### src/rtl/async_tx_pkg.sv
package async_tx_pkg;

   typedef enum logic [2:0] {
      ST_IDLE,
      ST_START,
      ST_DATA,
      ST_EXT,
      ST_STOP
   } tx_state_e;

   localparam logic [1:0] EXT_NONE   = 2'b00;
   localparam logic [1:0] EXT_PARITY = 2'b01;
   localparam logic [1:0] EXT_MARKER = 2'b10;

   typedef struct packed {
      logic       len7;
      logic [1:0] ext_mode;
      logic       par_odd;
      logic       mp_bit;
      logic       two_stop;
   } tx_cfg_t;

   function automatic logic ext_slot_used(tx_cfg_t c);
      return (c.ext_mode == EXT_PARITY) || (c.ext_mode == EXT_MARKER);
   endfunction

endpackage

### src/rtl/tx_bit_timer.sv
module tx_bit_timer #(
   parameter int TICKS_PER_BIT = 4
) (
   input  logic clk,
   input  logic rst_n,
   input  logic clear,
   input  logic run,
   input  logic bit_tick,
   output logic bit_end
);

   if (TICKS_PER_BIT < 1) begin : g_bad_tpb
      $error("TICKS_PER_BIT must be at least 1");
   end

   if (TICKS_PER_BIT == 1) begin : g_single
      assign bit_end = run & bit_tick & ~clear;
   end else begin : g_count
      localparam int CW = $clog2(TICKS_PER_BIT);
      localparam logic [CW-1:0] LAST = CW'(TICKS_PER_BIT - 1);
      logic [CW-1:0] cnt_q;

      always_ff @(posedge clk or negedge rst_n) begin
         if (!rst_n) begin
            cnt_q <= '0;
         end else if (clear) begin
            cnt_q <= '0;
         end else if (run && bit_tick) begin
            cnt_q <= (cnt_q == LAST) ? '0 : cnt_q + 1'b1;
         end
      end

      assign bit_end = run & bit_tick & ~clear & (cnt_q == LAST);
   end

endmodule

### src/rtl/tx_hold_buffer.sv
module tx_hold_buffer #(
   parameter int DATA_W = 8
) (
   input  logic              clk,
   input  logic              rst_n,
   input  logic              wr_en,
   input  logic [DATA_W-1:0] wr_data,
   input  logic              take,
   input  logic              set_end,
   input  logic              idle_i,
   output logic [DATA_W-1:0] hold_data,
   output logic              flag_empty,
   output logic              flag_end
);

   always_ff @(posedge clk or negedge rst_n) begin
      if (!rst_n) begin
         hold_data  <= '0;
         flag_empty <= 1'b1;
         flag_end   <= 1'b1;
      end else if (wr_en) begin
         hold_data  <= wr_data;
         flag_empty <= 1'b0;
         flag_end   <= 1'b0;
      end else begin
         if (take)    flag_empty <= 1'b1;
         if (set_end) flag_end   <= 1'b1;
      end
   end

   a_r2_write_clears_empty: assert property (@(posedge clk) disable iff (!rst_n)
      wr_en |=> !flag_empty);

   a_r2_write_clears_end: assert property (@(posedge clk) disable iff (!rst_n)
      wr_en |=> !flag_end);

   a_r3_idle_load_empties: assert property (@(posedge clk) disable iff (!rst_n)
      (idle_i && !flag_empty && !wr_en) |=> flag_empty);

   a_r10_end_only_when_empty: assert property (@(posedge clk) disable iff (!rst_n)
      $rose(flag_end) |-> flag_empty);

endmodule

### src/rtl/tx_frame_fsm.sv
module tx_frame_fsm
   import async_tx_pkg::*;
#(
   parameter int DATA_W = 8
) (
   input  logic              clk,
   input  logic              rst_n,
   input  logic              bit_tick,
   input  logic              bit_end,
   input  tx_cfg_t           cfg_in,
   input  logic              hold_full,
   input  logic [DATA_W-1:0] hold_data,
   output logic              take,
   output logic              set_end,
   output logic              idle,
   output logic              txd
);

   if (DATA_W < 2) begin : g_bad_width
      $error("DATA_W must be at least 2");
   end

   localparam int IDX_W = (DATA_W > 2) ? $clog2(DATA_W) : 1;
   localparam logic [IDX_W-1:0] IDX_FULL  = IDX_W'(DATA_W - 1);
   localparam logic [IDX_W-1:0] IDX_SHORT = IDX_W'(DATA_W - 2);
   localparam logic [DATA_W-1:0] MASK_FULL  = '1;
   localparam logic [DATA_W-1:0] MASK_SHORT = {1'b0, {(DATA_W-1){1'b1}}};

   tx_state_e         state_q;
   logic [DATA_W-1:0] shreg_q;
   logic              ext_q;
   tx_cfg_t           cfg_q;
   logic              chain_q;
   logic              stop2_q;
   logic [IDX_W-1:0]  bit_idx_q;

   function automatic logic ext_value(logic [DATA_W-1:0] d, tx_cfg_t c);
      logic p;
      p = ^(d & (c.len7 ? MASK_SHORT : MASK_FULL));
      if (c.ext_mode == EXT_PARITY) return p ^ c.par_odd;
      if (c.ext_mode == EXT_MARKER) return c.mp_bit;
      return 1'b1;
   endfunction

   tx_cfg_t          ld_cfg;
   logic             ld_ext;
   logic [IDX_W-1:0] last_idx;
   logic             data_last;
   logic             stop_entry;

   always_comb begin
      ld_cfg     = (state_q == ST_IDLE) ? cfg_in : cfg_q;
      ld_ext     = ext_value(hold_data, ld_cfg);
      last_idx   = cfg_q.len7 ? IDX_SHORT : IDX_FULL;
      idle       = (state_q == ST_IDLE);
      data_last  = (state_q == ST_DATA) && bit_end && (bit_idx_q == last_idx);
      stop_entry = (data_last && !ext_slot_used(cfg_q)) ||
                   ((state_q == ST_EXT) && bit_end);
      take       = hold_full && (idle || stop_entry);
      set_end    = stop_entry && !hold_full;
      case (state_q)
         ST_START: txd = 1'b0;
         ST_DATA:  txd = shreg_q[0];
         ST_EXT:   txd = ext_q;
         default:  txd = 1'b1;
      endcase
   end

   always_ff @(posedge clk or negedge rst_n) begin
      if (!rst_n) begin
         state_q   <= ST_IDLE;
         shreg_q   <= '0;
         ext_q     <= 1'b1;
         cfg_q     <= '0;
         chain_q   <= 1'b0;
         stop2_q   <= 1'b0;
         bit_idx_q <= '0;
      end else begin
         case (state_q)
            ST_IDLE: begin
               if (hold_full) begin
                  shreg_q <= hold_data;
                  ext_q   <= ld_ext;
                  cfg_q   <= cfg_in;
                  state_q <= ST_START;
               end
            end
            ST_START: begin
               if (bit_end) begin
                  state_q   <= ST_DATA;
                  bit_idx_q <= '0;
               end
            end
            ST_DATA: begin
               if (bit_end) begin
                  shreg_q   <= shreg_q >> 1;
                  bit_idx_q <= bit_idx_q + 1'b1;
                  if (bit_idx_q == last_idx) begin
                     state_q <= ext_slot_used(cfg_q) ? ST_EXT : ST_STOP;
                  end
               end
            end
            ST_EXT: begin
               if (bit_end) state_q <= ST_STOP;
            end
            ST_STOP: begin
               if (bit_end) begin
                  if (cfg_q.two_stop && !stop2_q) begin
                     stop2_q <= 1'b1;
                  end else begin
                     state_q <= chain_q ? ST_START : ST_IDLE;
                  end
               end
            end
            default: state_q <= ST_IDLE;
         endcase
         if (stop_entry) begin
            stop2_q <= 1'b0;
            chain_q <= hold_full;
            if (hold_full) begin
               shreg_q <= hold_data;
               ext_q   <= ld_ext;
            end
         end
      end
   end

   a_r7_line_still_between_ticks: assert property (@(posedge clk) disable iff (!rst_n)
      (!bit_tick && !idle) |=> $stable(txd));

   a_r12_cfg_frozen_in_frame: assert property (@(posedge clk) disable iff (!rst_n)
      !idle |=> $stable(cfg_q));

endmodule

### src/rtl/async_tx_buffered.sv
module async_tx_buffered
   import async_tx_pkg::*;
#(
   parameter int DATA_W        = 8,
   parameter int TICKS_PER_BIT = 4
) (
   input  logic              clk,
   input  logic              rst_n,
   input  logic              bit_tick,
   input  logic              wr_en,
   input  logic [DATA_W-1:0] wr_data,
   input  logic              cfg_len7,
   input  logic [1:0]        cfg_ext_mode,
   input  logic              cfg_par_odd,
   input  logic              cfg_mp_bit,
   input  logic              cfg_two_stop,
   input  logic              irq_empty_en,
   input  logic              irq_end_en,
   output logic              txd,
   output logic              flag_empty,
   output logic              flag_end,
   output logic              irq_empty,
   output logic              irq_end
);

   tx_cfg_t           cfg_in;
   logic [DATA_W-1:0] hold_data;
   logic              take;
   logic              set_end;
   logic              idle;
   logic              bit_end;

   assign cfg_in = '{len7: cfg_len7, ext_mode: cfg_ext_mode, par_odd: cfg_par_odd,
                     mp_bit: cfg_mp_bit, two_stop: cfg_two_stop};

   tx_hold_buffer #(.DATA_W(DATA_W)) u_hold (
      .clk       (clk),
      .rst_n     (rst_n),
      .wr_en     (wr_en),
      .wr_data   (wr_data),
      .take      (take),
      .set_end   (set_end),
      .idle_i    (idle),
      .hold_data (hold_data),
      .flag_empty(flag_empty),
      .flag_end  (flag_end)
   );

   tx_bit_timer #(.TICKS_PER_BIT(TICKS_PER_BIT)) u_timer (
      .clk     (clk),
      .rst_n   (rst_n),
      .clear   (idle),
      .run     (!idle),
      .bit_tick(bit_tick),
      .bit_end (bit_end)
   );

   tx_frame_fsm #(.DATA_W(DATA_W)) u_fsm (
      .clk      (clk),
      .rst_n    (rst_n),
      .bit_tick (bit_tick),
      .bit_end  (bit_end),
      .cfg_in   (cfg_in),
      .hold_full(!flag_empty),
      .hold_data(hold_data),
      .take     (take),
      .set_end  (set_end),
      .idle     (idle),
      .txd      (txd)
   );

   assign irq_empty = flag_empty & irq_empty_en;
   assign irq_end   = flag_end & irq_end_en;

endmodule

### config.mk
export PLATFORM = sky130hd
export DESIGN_NAME = async_tx_buffered
export DESIGN_NICKNAME = d
export VERILOG_FILES = /design/src/rtl/async_tx_pkg.sv /design/src/rtl/tx_bit_timer.sv /design/src/rtl/tx_hold_buffer.sv /design/src/rtl/tx_frame_fsm.sv /design/src/rtl/async_tx_buffered.sv
export SDC_FILE = /design/constraint.sdc
export NUM_CORES = 1
export LEC_CHECK = 0
export BUFFER_PORTS_ARGS = -buffer_cell sky130_fd_sc_hd__buf_2
export CAP_MARGIN = 30
export CORE_MARGIN = 2
export CORE_UTILIZATION = 59
export CTS_BUF_LIST = sky130_fd_sc_hd__clkbuf_4
export DETAILED_ROUTE_END_ITERATION = 10
export PLACE_DENSITY = 0.81
export SETUP_SLACK_MARGIN = 0.3
export SYNTH_ARGS = -nofsm -noshare
export SYNTH_HDL_FRONTEND = slang
export SYNTH_SLANG_ARGS = --single-unit
### constraint.sdc
create_clock -name clk -period 1.8 [get_ports clk]
set_input_delay 0.18 -clock clk [delete_from_list [all_inputs] [get_ports clk]]
set_output_delay 0.18 -clock clk [all_outputs]
set_load 0.05 [all_outputs]
Word-level counts from Yosys, hierarchy flattened --
Index checks and enable logic that the tools add are counted.
Storage, ports and cells: bits in registers 35, input port bits 20, output and inout port bits 5, word-level logic and storage cells 115
Operators by class: $add $sub $neg 2, eq/ne operators 17, muxes and demuxes 44, bitwise operators 9, reduce and logical (&&, ||, !) cells 28
Operators by type and width (count):
- 8-bit 2-to-1 mux | 5
- 3-bit 2-to-1 mux | 10
- 1-bit 2-to-1 mux | 21
- 8-bit case mux with 2 select lines | 1
- 3-bit case mux with 5 select lines | 1
- 2-bit nonzero test | 7
- 8-bit bitwise AND | 1
- 1-bit logical AND | 8
- 2-bit by 1-bit inequality test with 1-bit output, second input constant | 4
- 8-bit parity | 1
- 7-bit AND reduction | 1
- 2-bit equality test, second input constant | 3
- 3-bit by 2-bit equality test with 1-bit output, second input constant | 2
- 2-bit 2-to-1 mux | 3
- 6-bit 2-to-1 mux | 1
- 2-bit inequality test, second input constant | 3
- 3-bit case mux with 2 select lines | 1
- 3-bit AND reduction | 2
- 1-bit bitwise AND | 5
- 2-bit by 1-bit equality test with 1-bit output, second input constant | 2
- 1-bit logical NOT | 4
- 3-bit by 1-bit adder with 3-bit output, second input constant | 1
- 3-bit by 1-bit equality test with 1-bit output, second input constant | 1
- 3-bit equality test | 1
- 8 further kinds | 11

Longest topological paths before layout --
Gate-level depths: netlist (run 1).
word-level depth 14, gate-level depth with buffers 7, depth with buffers taken out 6

Cells and area by module --
Synthesis (run 1) repeated with hierarchy kept, for this count alone.
Unflattened totals: cell total of the unflattened synthesis 179, area total of the unflattened synthesis 1893.1 sq um
By module, submodules not included:
- tx_frame_fsm | instances 1, cells each 144, area an instance 1350.0 sq um, seq. area each 576.8 sq um
- tx_hold_buffer | instances 1, cells each 21, area an instance 404.1 sq um, seq. area each 252.7 sq um
- tx_bit_timer | instances 1, cells each 10, area an instance 118.9 sq um, seq. area each 50.0 sq um
- async_tx_buffered | instances 1, cells each 4, area an instance 20.0 sq um, seq. area each 0.0 sq um

Least setup slack after synthesis (run 1) --
No wires, ideal clock.
path type reg2reg, start reg u_fsm.state_q[1], end reg (tool-made name), setup time 0.086 ns, data arrival time 1.583 ns, data required time 1.714 ns, slack 0.131 ns, cell stages (with the launch flop) 7, path buffers 1, period minus slack after synthesis 1.669 ns, cells stage by stage dfrtp_1 buf_6 o31a_1 a211oi_2 xnor3_1 nor2_1 o31ai_2
RTL lines:
- from (decl) | line tx_frame_fsm.sv:29 | tx_state_e state_q;
- from (signal assigned) | line tx_frame_fsm.sv:99 | state_q <= ext_slot_used(cfg_q) ? ST_EXT : ST_STOP;
- from (signal assigned) | line tx_frame_fsm.sv:111 | state_q <= chain_q ? ST_START : ST_IDLE;

==> metrics, run 1 <==
clk slew on worst S/H paths approximately 0.12 ns; Worst EP arrival 2.16 ns; later-pin clock latency in the skew report 0.37 ns; H-tree Lvls 2; Cell variety after synth 46; max-slew violations 0; Final Hold Fails 0; Vias ~1.9k; Top FF cell, synth dfrtp_1; initial drt markers 441; number of global-route vias before repair between 1.5k and 2k; Synth area leaders dfrtp_1 (42%), mux2_2 (7.0%), mux2i_1 (4.7%), dfstp_2 (4.1%), xnor3_1 (3.5%); Die Height around 61 um; Worst Skew 0.0175 ns; Port Buffer Count 24; DR WL/cell 24.4 um; DP Area 2130 um2; Leak Pwr approximately 1.3 nW; fmax 532 MHz; MaxCap Viol Count 0; Startpoint Class flip-flop; mapped cell area 1920 um2; Worst VDD drop 0.00119 V; Synth area leader dfrtp_1; die area 3730 um2; post-synthesis net count around 200; CTS max path bufs 2; Comb power frac 62.4%; number of synthesized flops with an enable pin 0; outcome complete, but fails checks; Reg power frac 28.3%; initial antenna violation count 0; Cell Rows 20; PwrDens 1720 nW/um2; Final GP Congestion 0.949; area delta synth->final 46.4%; internal power component 2.77 mW; post-route cell area between 2000 and 3000 um2; commonest non-fill, non-tap cell in the layout dfrtp_1; GRT Total Usage between 30% and 40%; DRC violations left 0; slew at the pin with the worst max-slew slack 0.784 ns; violated checks negative setup slack; antenna viol nets, final 0; Synth Register Bits 35; Storage cell area 887 um2; initial core utilization 62.4%; area occupied by multi-input gates 1240 um2; total power 4.84 mW; syn avg cell area 10.7 um2; CTS Buf Count 5; WL final a little over 7000 um; minimum clock period 1.88 ns; global-route wire length before repair 8180 um; Worst Setup End Kind flip-flop; FILL cells ~120; post-DP HPWL 2900 um; CP max FO 4; worst min path class primary input to flip-flop; Layout Utilization 91.4%; Horiz. Die Dim 61.1 um; num ports 25; largest net degree at the start of global routing 36; DR pass1 iterations 5; Core Region 3080 um2; switching share of total power 42.8%; final worst setup slack -0.0812 ns; nets 266; post-synthesis sequential area ratio 45.8%; period utilization 105%; RSZ-0062 raised after global routing true; Worst slew margin 47.7%; Via density 6.73; Congestion Overflow GR 0; required time worst endpoint 2.08 ns; critical path type flip-flop to flip-flop; Synth warnings 0; clock sink count 35; share of the synthesized area in the top cell type 41.7%; most frequent cells in the layout dfrtp_1 (29), buf_4 (24), buf_2 (20), buf_6 (15), nand2_1 (12); n_diodes 0; clock share of power 9.3%; total negative slack -0.0812 ns; Gate Count Post-Synth 179; Root Buffer clkbuf_4; # setup viols final 1; FFs w/ async S/R, synth between 90% and 100%; layout cell share with drive strength beyond 1 56.3%; CTS tree yes; P_sw 2.07 mW
==> area by class of cell <==
class | instances | area share [%]
Tap cell | 44 | 1.96
Sequential cell | 35 | 31.5
Clock inverter | 2 | 0.445
Inverter | 7 | 0.934
Clock buffer | 6 | 1.60
Timing Repair Buffer | 66 | 19.3
Multi-Input combinational cell | 129 | 44.2
==> sequential cells by signal, summed over array words and instances, names as in the netlist, named ones only <==
name,count
u_fsm.chain_q,1
u_hold.hold_data,8
u_hold.flag_end,1
u_fsm.cfg_q,6
u_timer.g_count.cnt_q,2
u_fsm.shreg_q,8
u_hold.flag_empty,1
u_fsm.stop2_q,1
u_fsm.state_q,3
u_fsm.bit_idx_q,3
==> stage by stage <==
stage	hold WS [ns]	cells	worst slack (ns)
after detailed placement	0.293	247	0.0405
after floorplan	-0.116	179	0.180
after global placement	0.285	247	0.0347
after global routing	0.0437	289	-0.122
final	0.0533	289	-0.0812
after CTS	0.0500	278	0.110
==> logic make-up after synthesis <==
group | share of synthesized area [%]
XOR/XNOR | 5.34
AO/OA/AOI/OAI | 16.1
AND/OR/NAND/NOR | 15.7
adder cells (fa/ha/maj) | 1.30
flip-flops | 45.8
multiplexers | 11.7
buffers and inverters | 4.04
==> worst max-delay path, cell delays in order, from the launching register on <==
cell     delay [ns]
dfrtp_2        0.50
buf_12         0.16
nor3_4         0.24
mux2i_2        0.31
xnor3_1        0.36
nor2_1         0.15
o31ai_2        0.08
==> path summary, 6_finish.rpt <==
| path | startpoint | end | slack, ns | cells past startpoint |
|---|---|---|---|---|
| max | u_fsm.state_q[0]$_DFFE_PN0P_ | flip-flop | -0.08 | 6 |
| min | wr_data[4] | u_hold.hold_data[4]$_DFFE_PN0P_ | 0.05 | 2 |
| max reg2reg | u_fsm.state_q[0]$_DFFE_PN0P_ | flip-flop | -0.08 | 6 |
| min reg2reg | u_fsm.chain_q$_DFFE_PN0N_ | u_fsm.chain_q$_DFFE_PN0N_ | 0.53 | 1 |
| max in group asynchronous | rst_n | u_fsm.state_q[2]$_DFFE_PN0P_ | 0.83 | 2 |
| min in group asynchronous | rst_n | u_fsm.chain_q$_DFFE_PN0N_ | 0.42 | 2 |
==> synth_stat cells (2+ instances only) <==
cell type	instances
nand2_1	16
a41oi_1	2
mux2i_1	9
o31ai_1	3
ha_1	2
buf_6	2
clkbuf_1	5
dfstp_2	3
and2_1	3
mux2_2	12
nand3_1	4
inv_1	7
o21ai_0	9
dfrtp_1	32
o2bb2ai_1	6
a21oi_1	11
buf_2	2
or2_2	4
xnor3_1	3
xnor2_1	3
nor2b_1	7
nor2_1	10
==> power by group through the flow <==
stage,registers [mW],clock network (mW),logic (mW)
2_1_floorplan,1.26,0,1.25
3_3_place_gp,1.33,0,1.45
3_5_place_dp,1.35,0,1.52
4_1_cts,1.29,0.441,2.06
5_1_grt,1.38,0.482,3.13
6_report,1.37,0.452,3.02
==> per-layer routing <==
metal	up-vias	routed length (um)	GRT usage, %
li1	778	-	-
met1	940	2400	39.6
met2	176	3510	51.7
met3	52	737	6.93
met4	0	401	12.1
met5	-	0	0
==> repair_timing <==
item / CTS / global route
gates cloned: 1 / 0
hold buffers: 1 / 0
resized for setup: 26 / 58
endpoints found under the hold margin: 32 / 0
setup buffers: 21 / 11
pin swaps: 14 / 21
endpoints found under the setup margin: 21 / 23
Power figures use the tool's default switching activity.
==> run 2: changes to the inputs <==
--- a/config.mk
+++ b/config.mk
@@ -8,10 +8,9 @@
 export BUFFER_PORTS_ARGS = -buffer_cell sky130_fd_sc_hd__buf_2
 export CAP_MARGIN = 30
 export CORE_MARGIN = 2
-export CORE_UTILIZATION = 59
+export CORE_UTILIZATION = 45
 export CTS_BUF_LIST = sky130_fd_sc_hd__clkbuf_4
 export DETAILED_ROUTE_END_ITERATION = 10
-export PLACE_DENSITY = 0.81
 export SETUP_SLACK_MARGIN = 0.3
 export SYNTH_ARGS = -nofsm -noshare
 export SYNTH_HDL_FRONTEND = slang
==> run 2 against run 1 <==
The run now ends clean; power down 9.1%; fmax up 7.8%; critical path depth up 2; via count down 14%; die area up 29%; combinational power down 15%; final cell count up 1.7%; clock-buffer cell count up 1; clock skew down 0.0036 ns.
==> metrics, run 2 (synthesis results as in run 1) <==
required time worst endpoint 2.06 ns; DR pass1 iterations 4; Crit-path slowest cell dfrtp_1; GRT Total Usage 20.1%; commonest non-fill, non-tap cell in the layout buf_4; MaxCap Viol Count 0; Die Height around 69 um; largest net degree at the start of global routing 36; met1 usage 27.8%; Vias 1665; Final GP Congestion 0.916; n_diodes 0; WL final between 5000 and 6000 um; Final Hold Fails 0; fmax 573 MHz; area delta synth->final 45.0%; Worst Skew 0.0139 ns; area occupied by multi-input gates 1260 um2; number of global-route vias before repair about 1.6k; DRC violations left 0; outcome completed; Storage cell area 887 um2; later-pin clock latency in the skew report 0.34 ns; post-DP HPWL about 3200 um; nets 265; CTS Buf Count 5; global-route wire length before repair 7770 um; Worst Setup End Kind flip-flop; worst min path class primary input to flip-flop; pre-CTS WS between 0.04 and 0.05 ns; layer with the highest usage met2; final worst setup slack 0.0557 ns; Root Buffer clkbuf_4; met3 global-route usage 3.34%; max-slew violations 0; Congestion Overflow GR 0; initial drt markers 124; RSZ-0062 raised after global routing true; Worst EP arrival ~2.0 ns; DR WL/cell approximately 18 um; Worst VDD drop 0.000852 V; # setup viols final 0; Via density 5.66; Core Region 4060 um2; antenna viol nets, final 0; Cell Rows 23; critical path type flip-flop to flip-flop; Port Buffer Count 24; clk slew on worst S/H paths 0.11 ns; met2 Use GR 31.7%; Startpoint Class flip-flop; initial antenna violation count 0; CP cell instances ha_4, buf_4, nand3_1, a21oi_4, buf_6, a21bo_4, nand2_1, o2bb2ai_1; PwrDens around 1600 nW/um2; die area 4810 um2; CTS max path bufs 2; clock sink count 35; most frequent cells in the layout buf_4 (30), dfrtp_1 (29), buf_2 (21), nand2_1 (12), buf_6 (9); Horiz. Die Dim 69.4 um; minimum clock period about 1.7 ns; CTS tree yes; CP max FO 5; slew at the pin with the worst max-slew slack around 0.77 ns; Layout Utilization between 60 and 70%; layout cell share with drive strength beyond 1 55.7%; num ports 25; peak per-stage delay on the critical path 0.42 ns; initial core utilization 47.4%; FILL cells 296; biggest regs u_fsm.shreg_q x8, u_hold.hold_data x8, u_fsm.cfg_q x6; Leak Pwr 1.24 nW; period utilization 96.9%; H-tree Lvls 2; Worst slew margin 48.4%
run 2: cell types whose count changed in the layout (fill, tap and decap cells not counted), sizes merged:
cell	previous run	this run
clkinvlp	1	0
run 2: area by class of cell:
| class | instances | area share, % |
|---|---|---|
| well taps | 50 | 2.25 |
| inverters | 7 | 0.943 |
| clock inverters | 1 | 0.180 |
| clock buffers | 7 | 1.89 |
| flip-flops and latches | 35 | 31.8 |
| repair buffers | 65 | 17.7 |
| multi-input cells | 129 | 45.2 |
run 2: worst paths after layout:
path / startpoint / end / slack [ns] / depth (start not counted)
hold / removal: wr_data[7] / u_hold.hold_data[7]$_DFFE_PN0P_ / 0.05 / 3
setup reg to reg: u_timer.g_count.cnt_q[1]$_DFFE_PN0P_ / u_fsm.shreg_q[6]$_DFF_PN0_ / 0.06 / 8
max in group asynchronous: rst_n / u_fsm.state_q[2]$_DFFE_PN0P_ / 0.80 / 2
setup / recovery: u_timer.g_count.cnt_q[1]$_DFFE_PN0P_ / u_fsm.shreg_q[6]$_DFF_PN0_ / 0.06 / 8
min in group asynchronous: rst_n / u_fsm.shreg_q[3]$_DFF_PN0_ / 0.45 / 2
hold reg to reg: flip-flop / flip-flop / 0.49 / 2
run 2: repair_timing:
action	CTS	global route
resized for setup	14	66
buffers inserted	12	16
pin swaps	12	17
cloned	0	1
hold buffers	1	0
endpoints found under the setup margin	21	26
endpoints found under the hold margin	32	0
run 2: power by group:
part | switching, mW | internal, mW
Sequential | 0.308 | 1.07
Combinational | 1.21 | 1.36
Clock | 0.267 | 0.183
run 2: routing by layer:
layer / vias up / share of wire [%]
li1: 778 / -
met1: 841 / 46
met2: 38 / 50
met3: 8 / 2.7
met4: 0 / 1.3
met5: - / 0
run 2: stage by stage:
step	hold WS, ns	instances	instance area [um2]	TNS [ns]	total power, mW
after global routing	0.0518	294	2790	-0.0217	4.66
final	0.0534	294	2790	0	4.40
after CTS	0.0471	277	2370	0	3.59
after global placement	0.303	256	2160	0	2.85
after detailed placement	0.307	256	2160	0	2.91
after floorplan	-0.116	179	1940	0	2.51
run 2: critical path, delay by kind of cell, from the launching register on:
| family | cells | cell delay, ns |
|---|---|---|
| AO/OA/AOI/OAI | 3 | 0.57 |
| flip-flops | 1 | 0.42 |
| buffers and inverters | 2 | 0.25 |
| AND/OR/NAND/NOR | 2 | 0.25 |
| adder cells (fa/ha/maj) | 1 | 0.18 |
==> run 3: changes to the inputs <==
--- a/config.mk
+++ b/config.mk
@@ -11,6 +11,7 @@
 export CORE_UTILIZATION = 45
 export CTS_BUF_LIST = sky130_fd_sc_hd__clkbuf_4
 export DETAILED_ROUTE_END_ITERATION = 10
+export GPL_TIMING_DRIVEN = 0
 export SETUP_SLACK_MARGIN = 0.3
 export SYNTH_ARGS = -nofsm -noshare
 export SYNTH_HDL_FRONTEND = slang
==> run 3 against run 2 <==
Wire length is 4.0% lower; worst setup slack lost 0.037 ns; non-clock buffer count up 1; first-iteration DRC count decreased by 11%; combinational power up 5%; via count grew 0.24%; register-to-register slack got worse by 0.04 ns; sequential power decreased by 4%; flip-flop and latch count unchanged; largest cell class unchanged.
==> metrics, run 3 (synthesis results as in run 1) <==
n_diodes 0; clk slew on worst S/H paths 0.10 ns; minimum clock period 1.78 ns; Final GP Congestion 0.892; minimum hold slack 0.0612 ns; Leak Pwr 1.29 nW; FILL cells ~310; DR WL/cell ~17 um; layout cell share with drive strength beyond 1 55.3%; largest net degree at the start of global routing 36; fmax approximately 560 MHz; antenna viol nets, final 0; initial drt markers 110; Cell Rows 23; Worst Skew 0.00773 ns; period utilization 99.0%; Startpoint Class flip-flop; Core Region just over 4000 um2; die area 4810 um2; Worst Setup End Kind flip-flop; number of global-route vias before repair 1668; Via density 5.68; CTS Buf Count 5; Root Buffer clkbuf_4; slew at the pin with the worst max-slew slack 0.803 ns; commonest non-fill, non-tap cell in the layout dfrtp_1; Congestion Overflow GR 0; Horiz. Die Dim around 69 um; area delta synth->final 45.4%; Final Hold Fails 0; Worst VDD drop 0.000704 V; GRT Total Usage 20.9%; Worst EP arrival 2.01 ns; Die Height 69.4 um; num ports 25; CTS tree yes; CTS max path bufs 2; area occupied by multi-input gates 1240 um2; Port Buffer Count 23; worst min path class primary input to flip-flop; Storage cell area 885 um2; setup slack, reg-to-reg 0.02 ns; Layout Utilization roughly 70%; DRC violations left 0; outcome completed; CP max FO 7; critical path type flip-flop to flip-flop; required time worst endpoint around 2 ns; H-tree Lvls 2; # setup viols final 0; MaxCap Viol Count 0; WL final 5090 um; clock sink count 35; nets 265; initial antenna violation count 0; post-DP HPWL 3010 um; PwrDens 1590 nW/um2; later-pin clock latency in the skew report roughly 0.33 ns; Vias around 1.7k; global-route wire length before repair 7940 um; RSZ-0062 raised after global routing true; Worst slew margin 46.4%; DR pass1 iterations 4; biggest regs u_fsm.shreg_q x8, u_hold.hold_data x8, u_fsm.cfg_q x6; initial core utilization 47.4%; most frequent cells in the layout dfrtp_1 (31), buf_4 (26), buf_2 (20), buf_6 (10); max-slew violations 0
==> run 3: changes by cell type in the layout (fill, tap and decap cells not counted), moves of 4 or more <==
cell / before / now
mux2i_1: 3 / 7
o2bb2ai_1: 4 / 0
nand2_4: 0 / 4
buf_4: 30 / 26
nand2_1: 12 / 8
o2bb2ai_2: 2 / 6
==> run 3: area by class of cell <==
| cell class | count | share of cell area [%] |
|---|---|---|
| multi-input combinational | 128 | 44.3 |
| sequential | 35 | 31.7 |
| timing repair buffer | 57 | 15.8 |
| buffer | 9 | 3.00 |
| tap | 50 | 2.24 |
| clock buffer | 7 | 1.88 |
| inverter | 7 | 0.940 |
| clock inverter | 1 | 0.179 |
==> run 3: per-stage QoR <==
| step | area [um2] | std cells | setup WS, ns | setup TNS, ns | total power, mW |
|---|---|---|---|---|---|
| 5_1_grt | 2790 | 294 | -0.0769 | -0.110 | 4.75 |
| 3_3_place_gp | 2120 | 252 | -0.0388 | -0.0616 | 2.81 |
| 3_5_place_dp | 2120 | 252 | -0.0485 | -0.0794 | 2.87 |
| 4_1_cts | 2510 | 286 | 0.0383 | 0 | 3.87 |
| 2_1_floorplan | 1940 | 179 | 0.180 | 0 | 2.51 |
| 6_report | 2790 | 294 | 0.0187 | 0 | 4.45 |
==> run 3: power by group <==
part	leakage [nW]	total, mW	switching [mW]	internal (mW)
clock	0.0361	0.442	0.260	0.183
sequential	0.407	1.32	0.251	1.07
combinational	0.842	2.69	1.24	1.45
==> run 3: repair_timing <==
action	CTS	global route
endpoints found under the setup margin	20	26
hold buffers	1	0
buffers inserted	24	8
cloned	1	0
endpoints found under the hold margin	32	0
pin swaps	11	15
resized for setup	34	50
==> run 3: worst paths after layout <==
path                                               from                               to  cells past startpoint
setup / recovery           u_fsm.state_q[2]$_DFFE_PN0P_       u_fsm.shreg_q[5]$_DFF_PN0_                      6
max in group asynchronous                         rst_n     u_fsm.state_q[2]$_DFFE_PN0P_                      2
hold reg to reg                               flip-flop                        flip-flop                      2
hold / removal                               wr_data[7]  u_hold.hold_data[7]$_DFFE_PN0P_                      3
min in group asynchronous                         rst_n       u_fsm.shreg_q[1]$_DFF_PN0_                      2
setup reg to reg           u_fsm.state_q[2]$_DFFE_PN0P_       u_fsm.shreg_q[5]$_DFF_PN0_                      6
==> run 3: worst max-delay path, stage by stage (launching register included) <==
cell	delay, ns
dfrtp_2	0.45
buf_12	0.14
and4bb_2	0.37
nand2_4	0.15
mux2i_1	0.30
nand2_1	0.11
o2bb2ai_2	0.13
==> run 3: layer usage <==
layer | global-route usage (%) | part of all wire [%]
met5 | 0 | 0
met4 | 9.80 | 2.5
met3 | 4.94 | 3.5
met2 | 35.0 | 52
met1 | 25.2 | 42
